==> src/rtl/ext_state_restore.sv <==
module ext_state_restore #(
  parameter int          ADDR_W     = 48,
  parameter int          XMM_REGS   = 16,
  parameter logic [31:0] MXCSR_MASK = 32'h0000_FFBF
) (
  input  logic                        clk,
  input  logic                        rst_n,
  input  logic                        start,
  input  logic [ADDR_W-1:0]           base_addr,
  input  logic [1:0]                  req_mask,
  input  logic [63:0]                 xcr0,
  input  logic                        osxsave_en,
  input  logic                        task_switched,
  input  logic                        os64,
  input  logic                        long_mode,
  output logic                        rd_req,
  output logic [ADDR_W-1:0]           rd_addr,
  input  logic                        rd_valid,
  input  logic [127:0]                rd_data,
  output logic                        ctrl_we,
  output logic [15:0]                 fcw,
  output logic [15:0]                 fsw,
  output logic [2:0]                  ftop,
  output logic [10:0]                 fop,
  output logic                        ptr_we,
  output logic [63:0]                 fip,
  output logic [15:0]                 fcs,
  output logic [63:0]                 fdp,
  output logic [15:0]                 fds,
  output logic                        tag_we,
  output logic [15:0]                 ftw,
  output logic                        fpr_we,
  output logic [2:0]                  fpr_idx,
  output logic [79:0]                 fpr_data,
  output logic                        mxcsr_we,
  output logic [31:0]                 mxcsr,
  output logic                        xmm_we,
  output logic [$clog2(XMM_REGS)-1:0] xmm_idx,
  output logic [127:0]                xmm_data,
  output logic                        done,
  output logic                        exc,
  output logic [1:0]                  exc_code
);
  localparam int IW = $clog2(XMM_REGS);
  localparam logic [IW-1:0] XMM_LAST_L = IW'(XMM_REGS - 1);
  localparam logic [IW-1:0] XMM_LAST_S = IW'(XMM_REGS / 2 - 1);
  localparam logic [1:0] EXC_UD = 2'd1, EXC_NM = 2'd2, EXC_GP = 2'd3;

  typedef enum logic [3:0] {
    S_IDLE, S_HDRA, S_HDRB, S_MID, S_LOW, S_X87, S_FPR, S_TAG, S_MXW, S_XMM
  } st_t;

  st_t            st;
  logic           pend;
  logic [IW-1:0]  cnt;
  logic [ADDR_W-1:0] base_q;
  logic [63:0]    xcr0_q;
  logic           os64_q, lm_q, x87_sel, sse_sel, hdr_ext, hdr_rsv;
  logic [1:0]     hbits;
  logic [127:0]   w0, w16;
  logic [15:0]    ftw_acc;
  logic           is_rd, step;
  logic [10:0]    off;
  logic [7:0]     abr;
  logic           unused_bits;

  function automatic logic [1:0] tag_of(input logic [79:0] r, input logic valid);
    logic [14:0] e;
    logic [63:0] f;
    e = r[78:64];
    f = r[63:0];
    if (!valid)                                   tag_of = 2'b11;
    else if (e == '0 && f == '0)                  tag_of = 2'b01;
    else if (e == 15'h7FFF || e == '0 || !f[63])  tag_of = 2'b10;
    else                                          tag_of = 2'b00;
  endfunction

  assign is_rd = (st == S_HDRA) || (st == S_HDRB) || (st == S_MID) || (st == S_LOW) ||
                 (st == S_FPR && hbits[0]) || (st == S_XMM && hbits[1]);
  assign rd_req = is_rd && !pend;
  assign step   = is_rd ? (pend && rd_valid) : 1'b1;

  always_comb begin
    case (st)
      S_HDRA:  off = 11'd512;
      S_HDRB:  off = 11'd528;
      S_MID:   off = 11'd16;
      S_FPR:   off = 11'd32 + {4'd0, cnt[2:0], 4'd0};
      S_XMM:   off = 11'd160 + 11'({cnt, 4'd0});
      default: off = 11'd0;
    endcase
  end
  assign rd_addr = base_q + ADDR_W'(off);

  assign abr      = hbits[0] ? w0[39:32] : 8'h00;
  assign ctrl_we  = (st == S_X87);
  assign ptr_we   = (st == S_X87);
  assign fcw      = hbits[0] ? w0[15:0]  : 16'h037F;
  assign fsw      = hbits[0] ? w0[31:16] : 16'h0000;
  assign ftop     = fsw[13:11];
  assign fop      = hbits[0] ? w0[58:48] : 11'd0;
  assign fip      = !hbits[0] ? 64'd0 : os64_q ? w0[127:64] : {32'd0, w0[95:64]};
  assign fcs      = (hbits[0] && !os64_q) ? w0[111:96] : 16'd0;
  assign fdp      = !hbits[0] ? 64'd0 : os64_q ? w16[63:0] : {32'd0, w16[31:0]};
  assign fds      = (hbits[0] && !os64_q) ? w16[47:32] : 16'd0;
  assign tag_we   = (st == S_TAG);
  assign ftw      = ftw_acc;
  assign fpr_we   = (st == S_FPR) && step;
  assign fpr_idx  = cnt[2:0];
  assign fpr_data = hbits[0] ? rd_data[79:0] : 80'd0;
  assign mxcsr_we = (st == S_MXW);
  assign mxcsr    = w16[95:64];
  assign xmm_we   = (st == S_XMM) && step;
  assign xmm_idx  = cnt;
  assign xmm_data = hbits[1] ? rd_data : 128'd0;
  assign unused_bits = ^{w0[47:40], w0[63:59], w16[127:96]};

  always_ff @(posedge clk or negedge rst_n) begin
    if (!rst_n) begin
      st <= S_IDLE; pend <= 1'b0; cnt <= '0; base_q <= '0; xcr0_q <= '0;
      os64_q <= 1'b0; lm_q <= 1'b0; x87_sel <= 1'b0; sse_sel <= 1'b0;
      hdr_ext <= 1'b0; hdr_rsv <= 1'b0; hbits <= 2'b00; w0 <= '0; w16 <= '0;
      ftw_acc <= 16'hFFFF; done <= 1'b0; exc <= 1'b0; exc_code <= 2'd0;
    end else begin
      done <= 1'b0;
      exc  <= 1'b0;
      if (rd_req) pend <= 1'b1;
      else if (rd_valid) pend <= 1'b0;
      case (st)
        S_IDLE: if (start) begin
          base_q <= base_addr; xcr0_q <= xcr0; os64_q <= os64; lm_q <= long_mode;
          x87_sel <= req_mask[0] & xcr0[0];
          sse_sel <= req_mask[1] & xcr0[1];
          if (!osxsave_en)        begin exc <= 1'b1; exc_code <= EXC_UD; end
          else if (task_switched) begin exc <= 1'b1; exc_code <= EXC_NM; end
          else if (|base_addr[5:0]) begin exc <= 1'b1; exc_code <= EXC_GP; end
          else st <= S_HDRA;
        end
        S_HDRA: if (step) begin
          hbits   <= rd_data[1:0];
          hdr_ext <= |(rd_data[63:0] & ~xcr0_q);
          hdr_rsv <= |rd_data[127:64];
          st <= S_HDRB;
        end
        S_HDRB: if (step) begin
          if (hdr_ext || hdr_rsv || (|rd_data[63:0])) begin
            exc <= 1'b1; exc_code <= EXC_GP; st <= S_IDLE;
          end else if (sse_sel || (x87_sel && hbits[0])) st <= S_MID;
          else if (x87_sel) st <= S_X87;
          else begin done <= 1'b1; st <= S_IDLE; end
        end
        S_MID: if (step) begin
          w16 <= rd_data;
          if (sse_sel && (|(rd_data[95:64] & ~MXCSR_MASK))) begin
            exc <= 1'b1; exc_code <= EXC_GP; st <= S_IDLE;
          end else if (x87_sel) st <= hbits[0] ? S_LOW : S_X87;
          else st <= S_MXW;
        end
        S_LOW: if (step) begin
          w0 <= rd_data;
          st <= S_X87;
        end
        S_X87: begin
          cnt <= '0;
          st  <= S_FPR;
        end
        S_FPR: if (step) begin
          ftw_acc[{cnt[2:0], 1'b0} +: 2] <= tag_of(fpr_data, abr[cnt[2:0]]);
          if (cnt[2:0] == 3'd7) st <= S_TAG;
          else cnt <= cnt + 1'b1;
        end
        S_TAG: begin
          if (sse_sel) st <= S_MXW;
          else begin done <= 1'b1; st <= S_IDLE; end
        end
        S_MXW: begin
          cnt <= '0;
          st  <= S_XMM;
        end
        S_XMM: if (step) begin
          if (cnt == (lm_q ? XMM_LAST_L : XMM_LAST_S)) begin done <= 1'b1; st <= S_IDLE; end
          else cnt <= cnt + 1'b1;
        end
        default: st <= S_IDLE;
      endcase
    end
  end
endmodule


==> config.mk <==
export PLATFORM = sky130hd
export DESIGN_NAME = ext_state_restore
export DESIGN_NICKNAME = d
export VERILOG_FILES = /design/src/rtl/ext_state_restore.sv
export SDC_FILE = /design/constraint.sdc
export NUM_CORES = 1
export LEC_CHECK = 0
export BUFFER_PORTS_ARGS = -buffer_cell sky130_fd_sc_hd__buf_2
export CAP_MARGIN = 20
export CORE_AREA = 2 2 306 308
export DETAILED_ROUTE_END_ITERATION = 10
export DIE_AREA = 0 0 308 310
export GPL_TIMING_DRIVEN = 0
export PLACE_DENSITY = 0.51
export SYNTH_ARGS = -nofsm -noshare
export SYNTH_HDL_FRONTEND = slang
export SYNTH_SLANG_ARGS = --single-unit
==> constraint.sdc <==
create_clock -name clk -period 4.2 [get_ports clk]
set_input_delay 0.42 -clock clk [delete_from_list [all_inputs] [get_ports clk]]
set_output_delay 0.42 -clock clk [all_outputs]
set_load 0.1 [all_outputs]
==> flow_metrics.tcl <==
set metrics [dict create \
    multiInputGateArea_um2 9350 \
    grt_pass1_wl_mm 129 \
    antenna_found_initial 22 \
    initial_core_util_pct 20.3 \
    crit_buf_inv 5 \
    fin_tns_setup_ns 0 \
    h-tree-depth 2 \
    fin_skew_ns 0.0217 \
    numPortBuffers 777 \
    vias 17200 \
    ys_top_cells_by_count "dfrtp_1 (344), and2_1 (341), mux2_2 (269), nand2_1 (111), o21ai_0 (88)" \
    io_pins 778 \
    die_y_um 310 \
    synth_seq_cells 360 \
    cts_tree "done" \
    async_flop_share_pct 100 \
    drive_gt1_share_pct 49.5 \
    setup_viol_count_final 0 \
    syn_inst 1789 \
    yosys_warnings 0 \
    cts_inserted_buffers 43 \
    drt-wirelength-per-cell_um 24.8 \
    cpLargestDelayFamily "buffers and inverters" \
    syn_area_per_cell_um2 10.5 \
    start_kind "register" \
    drtIter0Drc 981 \
    crit_path_max_fanout 15 \
    synthDistinctLibCells 59 \
    slew_headroom_pct 32.6 \
    maxSlewViolCount 0 \
    maxCapViolCount 0 \
    dr.pass1.iters 5 \
    outcome "finished clean" \
    nNetsFinal 2898 \
    ant_nets 0 \
    worst_path_max_delay_cell "dfrtp_1" \
    core_area_um2 92500 \
    synth_top_flop_cell "dfrtp_1" \
    crit_chain "clkbuf_1 > clkbuf_1 > buf_8 > clkbuf_1 > and3_1 > buf_2" \
    fmax_ghz 0.244 \
    cp.arrival_ns 3.68 \
    synth_edf_count 0 \
    area_growth_pct 42.0 \
    crit_path_max_incr_delay_ns 0.56 \
    gp_congestion 0.849 \
    crit_top_cell "clkbuf_1" \
    synth.most_common_cell "dfrtp_1" \
    grt_start_max_net_pins 103 \
    critPathCaptureType "primary output" \
    drc 0 \
    numClockSinks 360 \
    post-route-period-util_pct 97.7 \
    fill_cells 9953 \
    yosys-top-cells-area "dfrtp_1 (46%), mux2_2 (16%), and2_1 (11%)" \
    grt-ovfl-total 0 \
    yosys.area.top_type "dfrtp_1" \
    hpwl_mm 77.1 \
    grt_pass1_vias 16700 \
    worst_pin_slew_ns 1.01 \
    syn_area_um2 18800 \
    cp.required_ns 3.78 \
    die_x_um 308 \
    hold_viol 0 \
    fin_crit_ns 4.10 \
    wirelength_mm 96.0 \
    yosysSeqAreaShare_pct 48.0 \
    fp-row-count 112 \
    seq_area_um2 9030 \
    gr-usage-all-layers_pct 19.3 \
    hold_class "in -> reg" \
    dieArea_um2 95500 \
    synth_top_area_share_pct 45.8 \
    root_buffer "clkbuf_16" \
    clkTransAtPathRegs_ns 0.06 \
    syn_nets 2052 \
    clkLatencyLatePin_ns 0.59 \
    viasPerCell 4.43 \
    cts_buffer_depth 3 \
    criticalPathCategory "reg -> out" \
]
[worst paths after layout]
kind | start | end | slack (ns) | cells past startpoint
setup reg to reg | st[0] | w0[57] | 1.18 | 9
setup / recovery | hbits[0] | fdp[42] | 0.1 | 6
hold reg to reg | w16[52] | w16[52] | 0.47 | 2
max in group asynchronous | rst_n | xmm_idx[1] | 2.31 | 4
min in group asynchronous | rst_n | xcr0_q[23] | 0.45 | 2
hold / removal | xcr0[20] | xcr0_q[20] | 0.06 | 2
[per-stage QoR]
stage	area (µm²)	hold WS, ns	util, %	std cells	setup WS [ns]
4_1_cts	26400	0.0110	28.6	3854	0.00000666
3_5_place_dp	24800	0.463	26.8	3771	-0.650
6_report	26700	0.0645	28.9	3873	0.0975
3_3_place_gp	24600	0.454	26.6	3763	-5.92
2_1_floorplan	19300	0.124	-	1789	-0.467
5_1_grt	26700	0.0338	28.8	3862	-0.0287
[kinds of logic (layout without fill, tap and decap cells)]
family	count (synthesis)	count (layout)	share of synthesized area [%]
muxes	271	271	16.4
DFF	360	360	48.0
and+or+nand+nor	710	710	21.8
AOI/OAI and AO/OA	167	167	5.25
other	0	13	0
xor gates and xnor gates	44	44	2.05
buffers and inverters	224	1098	5.65
adders and majority gates	13	13	0.905
[flip-flops by register name, summed over array words and instances, names as in the netlist, 2 cells and up]
signal    flops
w0          115
w16          96
xcr0_q       64
base_q       48
ftw          16
st            4
xmm_idx       4
exc_code      2
hbits         2
[placed cells by master, fill, tap and decap left out, types with 4 or more instances in the layout]
| cell type | count |
|---|---|
| dfrtp_1 | 339 |
| dfrtp_2 | 5 |
| o21ai_0 | 88 |
| dfstp_2 | 16 |
| or3_1 | 4 |
| clkbuf_2 | 7 |
| clkbuf_16 | 44 |
| o22ai_1 | 23 |
| clkbuf_1 | 73 |
| nand2b_1 | 13 |
| nor4_1 | 35 |
| xnor2_2 | 13 |
| clkinv_2 | 8 |
| nor2_1 | 33 |
| clkbuf_4 | 9 |
| a21oi_1 | 15 |
| buf_8 | 9 |
| nor3_1 | 8 |
| nand3_1 | 29 |
| xnor2_4 | 14 |
| and4_1 | 6 |
| clkbuf_8 | 9 |
| diode_2 | 13 |
| nor2b_1 | 6 |
| and3_1 | 73 |
| nand2_1 | 108 |
| nand4_1 | 24 |
| buf_2 | 763 |
| mux2_2 | 269 |
| xnor2_1 | 5 |
| a221oi_1 | 9 |
| ha_1 | 10 |
| and2_1 | 339 |
| inv_1 | 73 |
| xor2_2 | 8 |
| buf_4 | 86 |
[routing by layer]
layer	vias up	global-route usage (%)	routed length (µm)
met1	8566	25.6	42300
met3	125	3.71	6260
met5	-	0	61
li1	7782	-	-
met2	675	32.1	45100
met4	10	5.23	2360
[layout make-up]
type | instances | area share (%)
plain buffers | 147 | 3.09
well taps | 1197 | 5.61
flip-flops and latches | 360 | 33.9
diodes | 13 | 0.122
inverters | 74 | 1.05
clock buffers | 60 | 4.65
clock inverters | 13 | 0.398
multi-input cells | 1205 | 35.0
repair buffers | 804 | 16.2
[repair_timing]
| action | in CTS | in global routing |
|---|---|---|
| resized for setup | 70 | 45 |
| cloned | 1 | 0 |
| endpoints found under the setup margin | 65 | 46 |
| hold buffers | 1 | 0 |
| buffers inserted | 10 | 7 |
| hold endpoints to repair | 94 | 0 |
| pin swaps | 7 | 10 |
Power is not shown: default switching activity piles up to over one toggle a cycle in this logic, so the estimate is an artifact.
